### src/rtl/irq_arb_pkg.sv
package irq_arb_pkg;
   localparam int unsigned LVL_W_DEF = 5;

   // true when value v can be represented in w unsigned bits
   function automatic bit fits_in(input int unsigned v, input int unsigned w);
      return (w >= 32) || (v < (32'd1 << w));
   endfunction
endpackage

### src/rtl/irq_prio_enc.sv
module irq_prio_enc #(
   parameter int unsigned N     = 8,
   parameter int unsigned IDX_W = (N > 1) ? $clog2(N) : 1
) (
   input  logic [N-1:0]     req,
   output logic             any,
   output logic [IDX_W-1:0] idx
);
   if (N < 1) begin : g_bad_n
      $error("irq_prio_enc: N must be at least 1");
   end

   // highest set bit wins: later iterations overwrite earlier ones
   always_comb begin
      any = 1'b0;
      idx = '0;
      for (int i = 0; i < int'(N); i++) begin
         if (req[i]) begin
            any = 1'b1;
            idx = IDX_W'(i);
         end
      end
   end
endmodule

### src/rtl/irq_lvl_select.sv
module irq_lvl_select #(
   parameter int unsigned SUM_W   = 32,
   parameter int unsigned SW_LO   = 4,
   parameter int unsigned SW_CNT  = 15,
   parameter int unsigned EXT_LO  = 20,
   parameter int unsigned EXT_CNT = 11,
   parameter int unsigned LVL_W   = 5
) (
   input  logic [SUM_W-1:0] sw_req,
   input  logic [SUM_W-1:0] ext_req,
   output logic [LVL_W-1:0] lvl,
   output logic [SUM_W-1:0] summary
);
   localparam logic [SUM_W-1:0] ONES    = '1;
   localparam logic [SUM_W-1:0] SW_MASK = (ONES >> (SUM_W - SW_CNT)) << SW_LO;
   localparam logic [SUM_W-1:0] EXT_MASK =
      (EXT_CNT == 0) ? '0 : ((ONES >> (SUM_W - EXT_CNT)) << EXT_LO);
   localparam int unsigned SIDX_W = (SW_CNT > 1) ? $clog2(SW_CNT) : 1;

   logic              sw_any;
   logic [SIDX_W-1:0] sw_idx;
   logic [LVL_W-1:0]  sw_lvl;
   logic              ext_any;
   logic [LVL_W-1:0]  ext_lvl;

   irq_prio_enc #(.N(SW_CNT), .IDX_W(SIDX_W)) u_sw_enc (
      .req (sw_req[SW_LO +: SW_CNT]),
      .any (sw_any),
      .idx (sw_idx)
   );

   // software level counts from one at the bottom of its range
   assign sw_lvl = sw_any ? LVL_W'(32'(sw_idx) + 32'd1) : '0;

   if (EXT_CNT == 0) begin : g_no_ext
      assign ext_any = 1'b0;
      assign ext_lvl = '0;
   end else begin : g_ext
      localparam int unsigned EIDX_W = (EXT_CNT > 1) ? $clog2(EXT_CNT) : 1;
      logic [EIDX_W-1:0] ext_idx;
      irq_prio_enc #(.N(EXT_CNT), .IDX_W(EIDX_W)) u_ext_enc (
         .req (ext_req[EXT_LO +: EXT_CNT]),
         .any (ext_any),
         .idx (ext_idx)
      );
      // external level is the absolute bit position
      assign ext_lvl = LVL_W'(32'(ext_idx) + EXT_LO);
   end

   assign lvl     = ext_any ? ext_lvl : sw_lvl;
   assign summary = (sw_req & SW_MASK) | (ext_req & EXT_MASK);
endmodule

### src/rtl/irq_level_arbiter.sv
module irq_level_arbiter
   import irq_arb_pkg::*;
#(
   parameter int unsigned SUM_W   = 32,
   parameter int unsigned SW_LO   = 4,
   parameter int unsigned SW_CNT  = 15,
   parameter int unsigned EXT_LO  = 20,
   parameter int unsigned EXT_CNT = 11,
   parameter int unsigned LVL_W   = LVL_W_DEF,
   parameter int unsigned AST_W   = 4
) (
   input  logic             clk,
   input  logic             rst,
   input  logic             eval_strobe,
   input  logic             handler_ret,
   input  logic [SUM_W-1:0] sw_req,
   input  logic [SUM_W-1:0] ext_req,
   input  logic [AST_W-1:0] ast_req,
   input  logic [LVL_W-1:0] cur_lvl,
   output logic             trap_req,
   output logic [SUM_W-1:0] isr_sum,
   output logic [LVL_W-1:0] intid,
   output logic             ast_err
);
   localparam int unsigned EXT_TOP = EXT_LO + EXT_CNT;

   if (SW_CNT < 1) begin : g_bad_sw
      $error("irq_level_arbiter: software range is empty");
   end
   if (SW_LO + SW_CNT > EXT_LO) begin : g_bad_order
      $error("irq_level_arbiter: software range must sit below external range");
   end
   if (EXT_TOP > SUM_W) begin : g_bad_width
      $error("irq_level_arbiter: external range exceeds summary width");
   end
   if (!fits_in(SW_CNT, LVL_W) || !fits_in(EXT_TOP - 1, LVL_W)) begin : g_bad_lvl
      $error("irq_level_arbiter: LVL_W too narrow for the levels");
   end

   logic [LVL_W-1:0] lvl_c;
   logic [SUM_W-1:0] sum_c;
   logic             armed_q;
   logic             do_eval;
   logic             fire;

   irq_lvl_select #(
      .SUM_W(SUM_W), .SW_LO(SW_LO), .SW_CNT(SW_CNT),
      .EXT_LO(EXT_LO), .EXT_CNT(EXT_CNT), .LVL_W(LVL_W)
   ) u_sel (
      .sw_req  (sw_req),
      .ext_req (ext_req),
      .lvl     (lvl_c),
      .summary (sum_c)
   );

   assign do_eval = eval_strobe && armed_q;
   assign fire    = do_eval && (lvl_c != '0) && (lvl_c > cur_lvl);

   always_ff @(posedge clk) begin
      if (rst) begin
         armed_q  <= 1'b1;
         trap_req <= 1'b0;
         ast_err  <= 1'b0;
         isr_sum  <= '0;
         intid    <= '0;
      end else begin
         trap_req <= fire;
         ast_err  <= do_eval && (ast_req != '0);
         if (handler_ret)  armed_q <= 1'b1;
         else if (do_eval) armed_q <= 1'b0;
         if (fire) begin
            isr_sum <= sum_c;
            intid   <= lvl_c;
         end
      end
   end

   AST_TRAP_NONZERO: assert property (@(posedge clk) disable iff (rst)
      trap_req |-> (intid != '0));
   AST_TRAP_ABOVE_CUR: assert property (@(posedge clk) disable iff (rst)
      trap_req |-> (intid > $past(cur_lvl)));
   AST_STATUS_HOLD: assert property (@(posedge clk) disable iff (rst)
      !trap_req |-> ($stable(isr_sum) && $stable(intid)));
   AST_NO_REEVAL: assert property (@(posedge clk) disable iff (rst)
      (trap_req && !$past(handler_ret)) |=> !trap_req);
   AST_ERR_CAUSE: assert property (@(posedge clk) disable iff (rst)
      ast_err |-> ($past(ast_req) != '0));
endmodule

### config.mk
export PLATFORM = sky130hd
export DESIGN_NAME = irq_level_arbiter
export DESIGN_NICKNAME = d
export VERILOG_FILES = /design/src/rtl/irq_arb_pkg.sv /design/src/rtl/irq_prio_enc.sv /design/src/rtl/irq_lvl_select.sv /design/src/rtl/irq_level_arbiter.sv
export SDC_FILE = /design/constraint.sdc
export NUM_CORES = 1
export LEC_CHECK = 0
export ABC_AREA = 1
export BUFFER_PORTS_ARGS = -buffer_cell sky130_fd_sc_hd__buf_4
export CAP_MARGIN = 0
export CORE_AREA = 3 3 73 75
export CTS_BUF_LIST = sky130_fd_sc_hd__clkbuf_8
export CTS_CLUSTER_SIZE = 8
export DETAILED_ROUTE_END_ITERATION = 16
export DIE_AREA = 0 0 76 78
export MAX_ROUTING_LAYER = met4
export PLACE_DENSITY = 0.77
export SYNTH_ARGS = -nofsm -noshare
export SYNTH_HDL_FRONTEND = slang
export SYNTH_SLANG_ARGS = --single-unit
### constraint.sdc
create_clock -name clk -period 4.4 [get_ports clk]
set_clock_uncertainty 0.15 [all_clocks]
set_input_delay 0.88 -clock clk [delete_from_list [all_inputs] [get_ports clk]]
set_output_delay 0.88 -clock clk [all_outputs]
set_load 0.01 [all_outputs]
==> impl_metrics.json, run 1 <==
{
  "cts_sinks": 34,
  "globalRouteOverflowTotal": 0,
  "path_clk_slew_ns": 0.07,
  "pwr-share-comb_pct": 29.6,
  "mappedNetlistArea_um2": 2150,
  "vias": 2099,
  "dieWidth_um": 76,
  "dpl.hpwl_mm": 3.65,
  "rr_endpoint": "isr_sum[22]$_SDFFE_PP0P_",
  "insertion_delay_ns": 0.28,
  "syn_to_final_growth_pct": 30.7,
  "p_leak_nw": 1.47,
  "num_antenna_cells": 0,
  "avgSynthCellArea_um2": 6.76,
  "row_count": 25,
  "cts_tree": "done",
  "startpoint_type": "input port",
  "finalHoldViolCount": 0,
  "required_ns": 4.42,
  "groute.usage.overall_pct": 17.4,
  "viasPerCell": 4.62,
  "die_area_um2": 5930,
  "grtUsageMet3_pct": 2.67,
  "r2r_start": "armed_q$_SDFFE_PP1P_",
  "gp_congestion": 0.810,
  "synth_cells": 318,
  "yosys_register_bits": 34,
  "worstSetupStartpoint": "sw_req[6]",
  "max_cap_violations": 0,
  "grtUsageMet2_pct": 32.1,
  "dr.pass1.iters": 4,
  "p_seq_share_pct": 42.2,
  "crit_fanout": 31,
  "worstSetupEndpointType": "flip-flop",
  "cts-htree-levels": 2,
  "yosysUniqueCellTypes": 30,
  "cp-endpoint": "isr_sum[22]$_SDFFE_PP0P_",
  "swShare_pct": 30.6,
  "wl_per_cell_um": 11.7,
  "r2r_slack_ns": 2.76,
  "grt-busiest-layer": "met2",
  "fin_nets": 470,
  "slowest_delay_ns": 0.29,
  "outcome": "finished clean",
  "antenna_found_initial": 0,
  "finalCritPeriodShare_pct": 91.0,
  "initial_core_util_pct": 45.5,
  "power_density_nw_per_um2": 299,
  "yosysSeqAreaShare_pct": 31.7,
  "drc": 0,
  "whs_ns": 0.319,
  "grt_max_degree": 63,
  "multi_input_area_um2": 1160,
  "coreArea_um2": 4720,
  "yosys_warnings": 0,
  "num-fill-cells": 474,
  "setup_viol": 0,
  "crit_top_cell": "nand2_1",
  "numCtsBuffers": 5,
  "slowest_stage": "ha_1",
  "period_needed_ns": 4.01,
  "ant_nets": 0,
  "maxSlewHeadroom_pct": 35.8,
  "fmax_mhz": 250,
  "root_buffer": "clkbuf_8",
  "met1_usage_pct": 18.5,
  "register_area_um2": 681,
  "p_clk_share_pct": 28.2,
  "grt_pass1_vias": 1987,
  "grt_pass1_wl_mm": 8.41,
  "ios": 116,
  "grt_setup_unrepaired": "no",
  "wl_mm": 5.30,
  "hold_class": "flip-flop to flip-flop",
  "drtIter0Drc": 75,
  "ir_drop_uv": 112,
  "cts_max_path_buffers": 2,
  "port_buffers": 71,
  "worst-setup-path-type": "input port to flip-flop",
  "tns_ns": 0,
  "p_int_uw": 583,
  "critPathArrivalTime_ns": 4.03,
  "min_from": "armed_q$_SDFFE_PP1P_",
  "die_h_um": 78,
  "drive_above_1_share_pct": 31.0,
  "p_sw_uw": 257,
  "tightest_slew_ns": 0.961,
  "drv_slew": 0,
  "rr_worst_depth": 7
}
## worst min-delay path by stage
stage | end | slack, ns | depth (start not counted)
after floorplan | armed_q$_SDFFE_PP1P_ | 0.28 | 2
after CTS | armed_q$_SDFFE_PP1P_ | 0.32 | 2
after detailed placement | armed_q$_SDFFE_PP1P_ | 0.30 | 2
final | armed_q$_SDFFE_PP1P_ | 0.32 | 2
after global routing | armed_q$_SDFFE_PP1P_ | 0.34 | 2
after global placement | armed_q$_SDFFE_PP1P_ | 0.29 | 2
## power groups by stage
stage,Clock (mW),Combinational (mW),Sequential [mW]
floorplan,0,0.124,0.375
global placement,0,0.232,0.361
detailed placement,0,0.237,0.361
CTS,0.243,0.237,0.355
global route,0.253,0.280,0.358
finish,0.237,0.248,0.354
## stage by stage
step | util, % | worst slack, ns | area [um2] | power [mW] | cells
5_1_grt | 59.5 | 0.00667 | 2810 | 0.891 | 454
3_3_place_gp | 56.5 | 0.200 | 2670 | 0.593 | 442
2_1_floorplan | - | 0.564 | 2170 | 0.499 | 323
6_report | 59.5 | 0.394 | 2810 | 0.840 | 454
3_5_place_dp | 56.5 | 0.0917 | 2670 | 0.598 | 442
4_1_cts | 58.4 | 0.365 | 2760 | 0.834 | 450
## layout by cell type (no fill, tap or decap), types with 2 or more instances in the layout
cell type  instances
o21ai_0            4
a21oi_1           35
dfxtp_1           34
nor2_1            43
nor3_2             3
ha_1               7
inv_2              8
conb_1             6
nand3_1           28
clkbuf_8           6
nand2_1           67
buf_4             73
nand3_2           11
buf_6              3
nand3b_1           2
inv_1             39
nor2_2             4
a31oi_2            2
## critical path, delay by kind of cell
kind,cells,cell delay [ns]
AND/OR/NAND/NOR,21,1.38
adder cells (fa/ha/maj),2,0.47
buffers and inverters,8,0.85
AO/OA/AOI/OAI,3,0.44
## Yosys cell counts, drive strengths merged
cell type	n	area share (%)
inv	46	8.0
or2	1	0.29
conb	1	0.17
a31oi	2	1.2
o41ai	1	0.41
nand3b	2	0.70
a21oi	35	8.1
nand2	69	13
buf	18	6.6
nor2	47	8.7
dfxtp	34	32
ha	7	4.1
a211oi	1	0.58
nor3	4	1.9
o21ai	5	1.3
nand3	40	12
clkbuf	3	0.52
nand4	1	0.29
clkinv	1	0.41
## routing by layer
layer	vias up	wire length, um
li1	1121	-
met1	915	2260
met2	57	2720
met3	6	222
met4	0	91
met5	-	0
## cell families (layout without fill, tap and decap cells)
group	Yosys count	after routing	share of synthesized area, %
and+or+nand+nor	164	164	36.8
buffers and inverters	68	132	15.6
AOI/OAI and AO/OA	44	44	11.6
DFF	34	34	31.7
adders and majority gates	7	7	4.07
other	1	6	0.174
## state kept, by name (all words and copies together) (netlist names)
| register | flops |
|---|---|
| intid | 5 |
| trap_req | 1 |
| armed_q | 1 |
| isr_sum | 26 |
| ast_err | 1 |
## cell type report
class / count / share of cell area (%)
clock inverter: 2 / 0.312
tap: 67 / 2.98
sequential: 34 / 24.2
multi-input combinational: 221 / 41.5
timing repair buffer: 77 / 21.6
inverter: 47 / 6.46
clock buffer: 6 / 2.94
## repair_timing
action	in CTS	in global routing
endpoints found under the setup margin	0	25
buffers inserted	0	1
gates resized for setup	0	2
hold buffers	0	0
Power figures use the tool's default switching activity.
==> run 2, diff against run 1 <==
--- a/config.mk
+++ b/config.mk
@@ -15,6 +15,7 @@
 export DIE_AREA = 0 0 76 78
 export MAX_ROUTING_LAYER = met4
 export PLACE_DENSITY = 0.77
+export RECOVER_POWER = 50
 export SYNTH_ARGS = -nofsm -noshare
 export SYNTH_HDL_FRONTEND = slang
 export SYNTH_SLANG_ARGS = --single-unit
==> impl_metrics.json, run 2 (same netlist as run 1, synthesis figures left out) <==
{
  "power_density_nw_per_um2": 304,
  "dp.cells": 442,
  "worst_slack_ns": 0.386,
  "fin_cells": 454,
  "p_leak_nw": 1.34,
  "cpLargestDelayFamily": "simple AND/OR/NAND/NOR gates",
  "gp_congestion": 0.810,
  "drc": 0,
  "drive_above_1_share_pct": 22.7,
  "cts-htree-levels": 2,
  "grt_pass1_vias": 1987,
  "port_buffers": 71,
  "dpl.hpwl_mm": 3.65,
  "ios": 116,
  "dp_slack_ns": 0.0917,
  "insertion_delay_ns": 0.28,
  "slowest_stage": "ha_1",
  "startpoint_type": "input port",
  "viasPerCell": 4.66,
  "slowest_delay_ns": 0.29,
  "final_cell_mix": "nand2_1 (67), nor2_1 (43), buf_4 (40)",
  "initial_core_util_pct": 45.5,
  "largest_reg_flops": 26,
  "groute.usage.overall_pct": 17.4,
  "required_ns": 4.42,
  "grt_pass1_wl_mm": 8.41,
  "die_h_um": 78,
  "path_clk_slew_ns": 0.07,
  "layout_commonest_cell": "nand2_1",
  "dr.pass1.iters": 4,
  "die_area_um2": 5930,
  "crit_fanout": 31,
  "maxSlewHeadroom_pct": 35.7,
  "grt_setup_unrepaired": "no",
  "min_from": "armed_q$_SDFFE_PP1P_",
  "max_cap_violations": 0,
  "worstSetupEndpointType": "flip-flop",
  "crit_top_cell": "nand2_1",
  "cts_sinks": 34,
  "root_buffer": "clkbuf_8",
  "wl_mm": 5.37,
  "finalCritPeriodShare_pct": 91.2,
  "coreArea_um2": 4720,
  "num-fill-cells": 509,
  "antenna_found_initial": 0,
  "tns_ns": 0,
  "drv_slew": 0,
  "wl_per_cell_um": 11.8,
  "worstSetupStartpoint": "sw_req[6]",
  "dieWidth_um": 76,
  "finalHoldViolCount": 0,
  "critPathBufInv": 8,
  "fin_util_pct": 56.9,
  "reg.largest.list": "isr_sum: 26 flops, intid: 5 flops",
  "period_needed_ns": 4.01,
  "setup_viol": 0,
  "numCtsBuffers": 5,
  "cts_tree": "done",
  "hold_class": "flip-flop to flip-flop",
  "drtIter0Drc": 64,
  "fin_nets": 470,
  "r2r_start": "armed_q$_SDFFE_PP1P_",
  "fmax_mhz": 249,
  "critPathArrivalTime_ns": 4.04,
  "r2r_slack_ns": 2.76,
  "vias": 2115,
  "ant_nets": 0,
  "tightest_slew_ns": 0.964,
  "grt_max_degree": 63,
  "cts_max_path_buffers": 2,
  "num_antenna_cells": 0,
  "ir_drop_uv": 111,
  "worst-setup-path-type": "input port to flip-flop",
  "outcome": "finished clean",
  "row_count": 25,
  "globalRouteOverflowTotal": 0,
  "syn_to_final_growth_pct": 25.1,
  "top_register": "isr_sum"
}
run 2: cell types whose count changed in the layout (fill, tap and decap cells not counted), sizes merged:
cell,previous run,this run
clkbuf,7,40
buf,76,43
run 2: final timing paths:
path                                    to  cells after the start
setup / recovery  isr_sum[22]$_SDFFE_PP0P_                     34
hold / removal        armed_q$_SDFFE_PP1P_                      2
setup reg to reg  isr_sum[22]$_SDFFE_PP0P_                      7
hold reg to reg       armed_q$_SDFFE_PP1P_                      2
run 2: layer usage:
layer	wire, um	track usage [%]	vias to the layer above	part of all wire (%)
met4	91	7.97	0	1.7
li1	-	-	1124	-
met1	2350	18.5	934	44
met5	0	-	-	0
met3	226	2.67	6	4.2
met2	2710	32.1	51	50
run 2: area by class of cell:
cell class	instances	area [um2]	area share, %
Sequential cell	34	681	25.3
Inverter	47	181	6.75
Clock inverter	2	8.76	0.326
Clock buffer	6	82.6	3.07
Multi-Input combinational cell	221	1160	43.3
Timing Repair Buffer	77	487	18.1
Tap cell	67	83.8	3.12
run 2: worst register-to-register path, cell delays in order (launching register included):
cell      delay, ns
dfxtp_1        0.33
nand2_1        0.15
a211oi_4       0.19
buf_4          0.19
buf_6          0.27
nand3_2        0.10
nand2_1        0.09
nor2_1         0.06
run 2: per-stage QoR:
stage | power (mW) | hold WS (ns) | cell area [um2]
after floorplan | 0.499 | 0.276 | 2170
after global placement | 0.593 | 0.291 | 2670
after detailed placement | 0.598 | 0.296 | 2670
after CTS | 0.834 | 0.319 | 2760
after global routing | 0.869 | 0.345 | 2690
final | 0.817 | 0.319 | 2690
run 2: timing repair:
item | in CTS | in global routing
gates resized for setup | 0 | 2
setup buffers | 0 | 1
hold buffers | 0 | 0
hold endpoints to repair | 0 | 0
setup endpoints to repair | 0 | 25
run 2: power breakdown:
group          total [mW]  leakage [nW]  switching (mW)  internal (mW)
Combinational       0.226          1.01           0.130         0.0966
Sequential          0.354         0.281          0.0148          0.339
Clock               0.236        0.0524           0.112          0.124
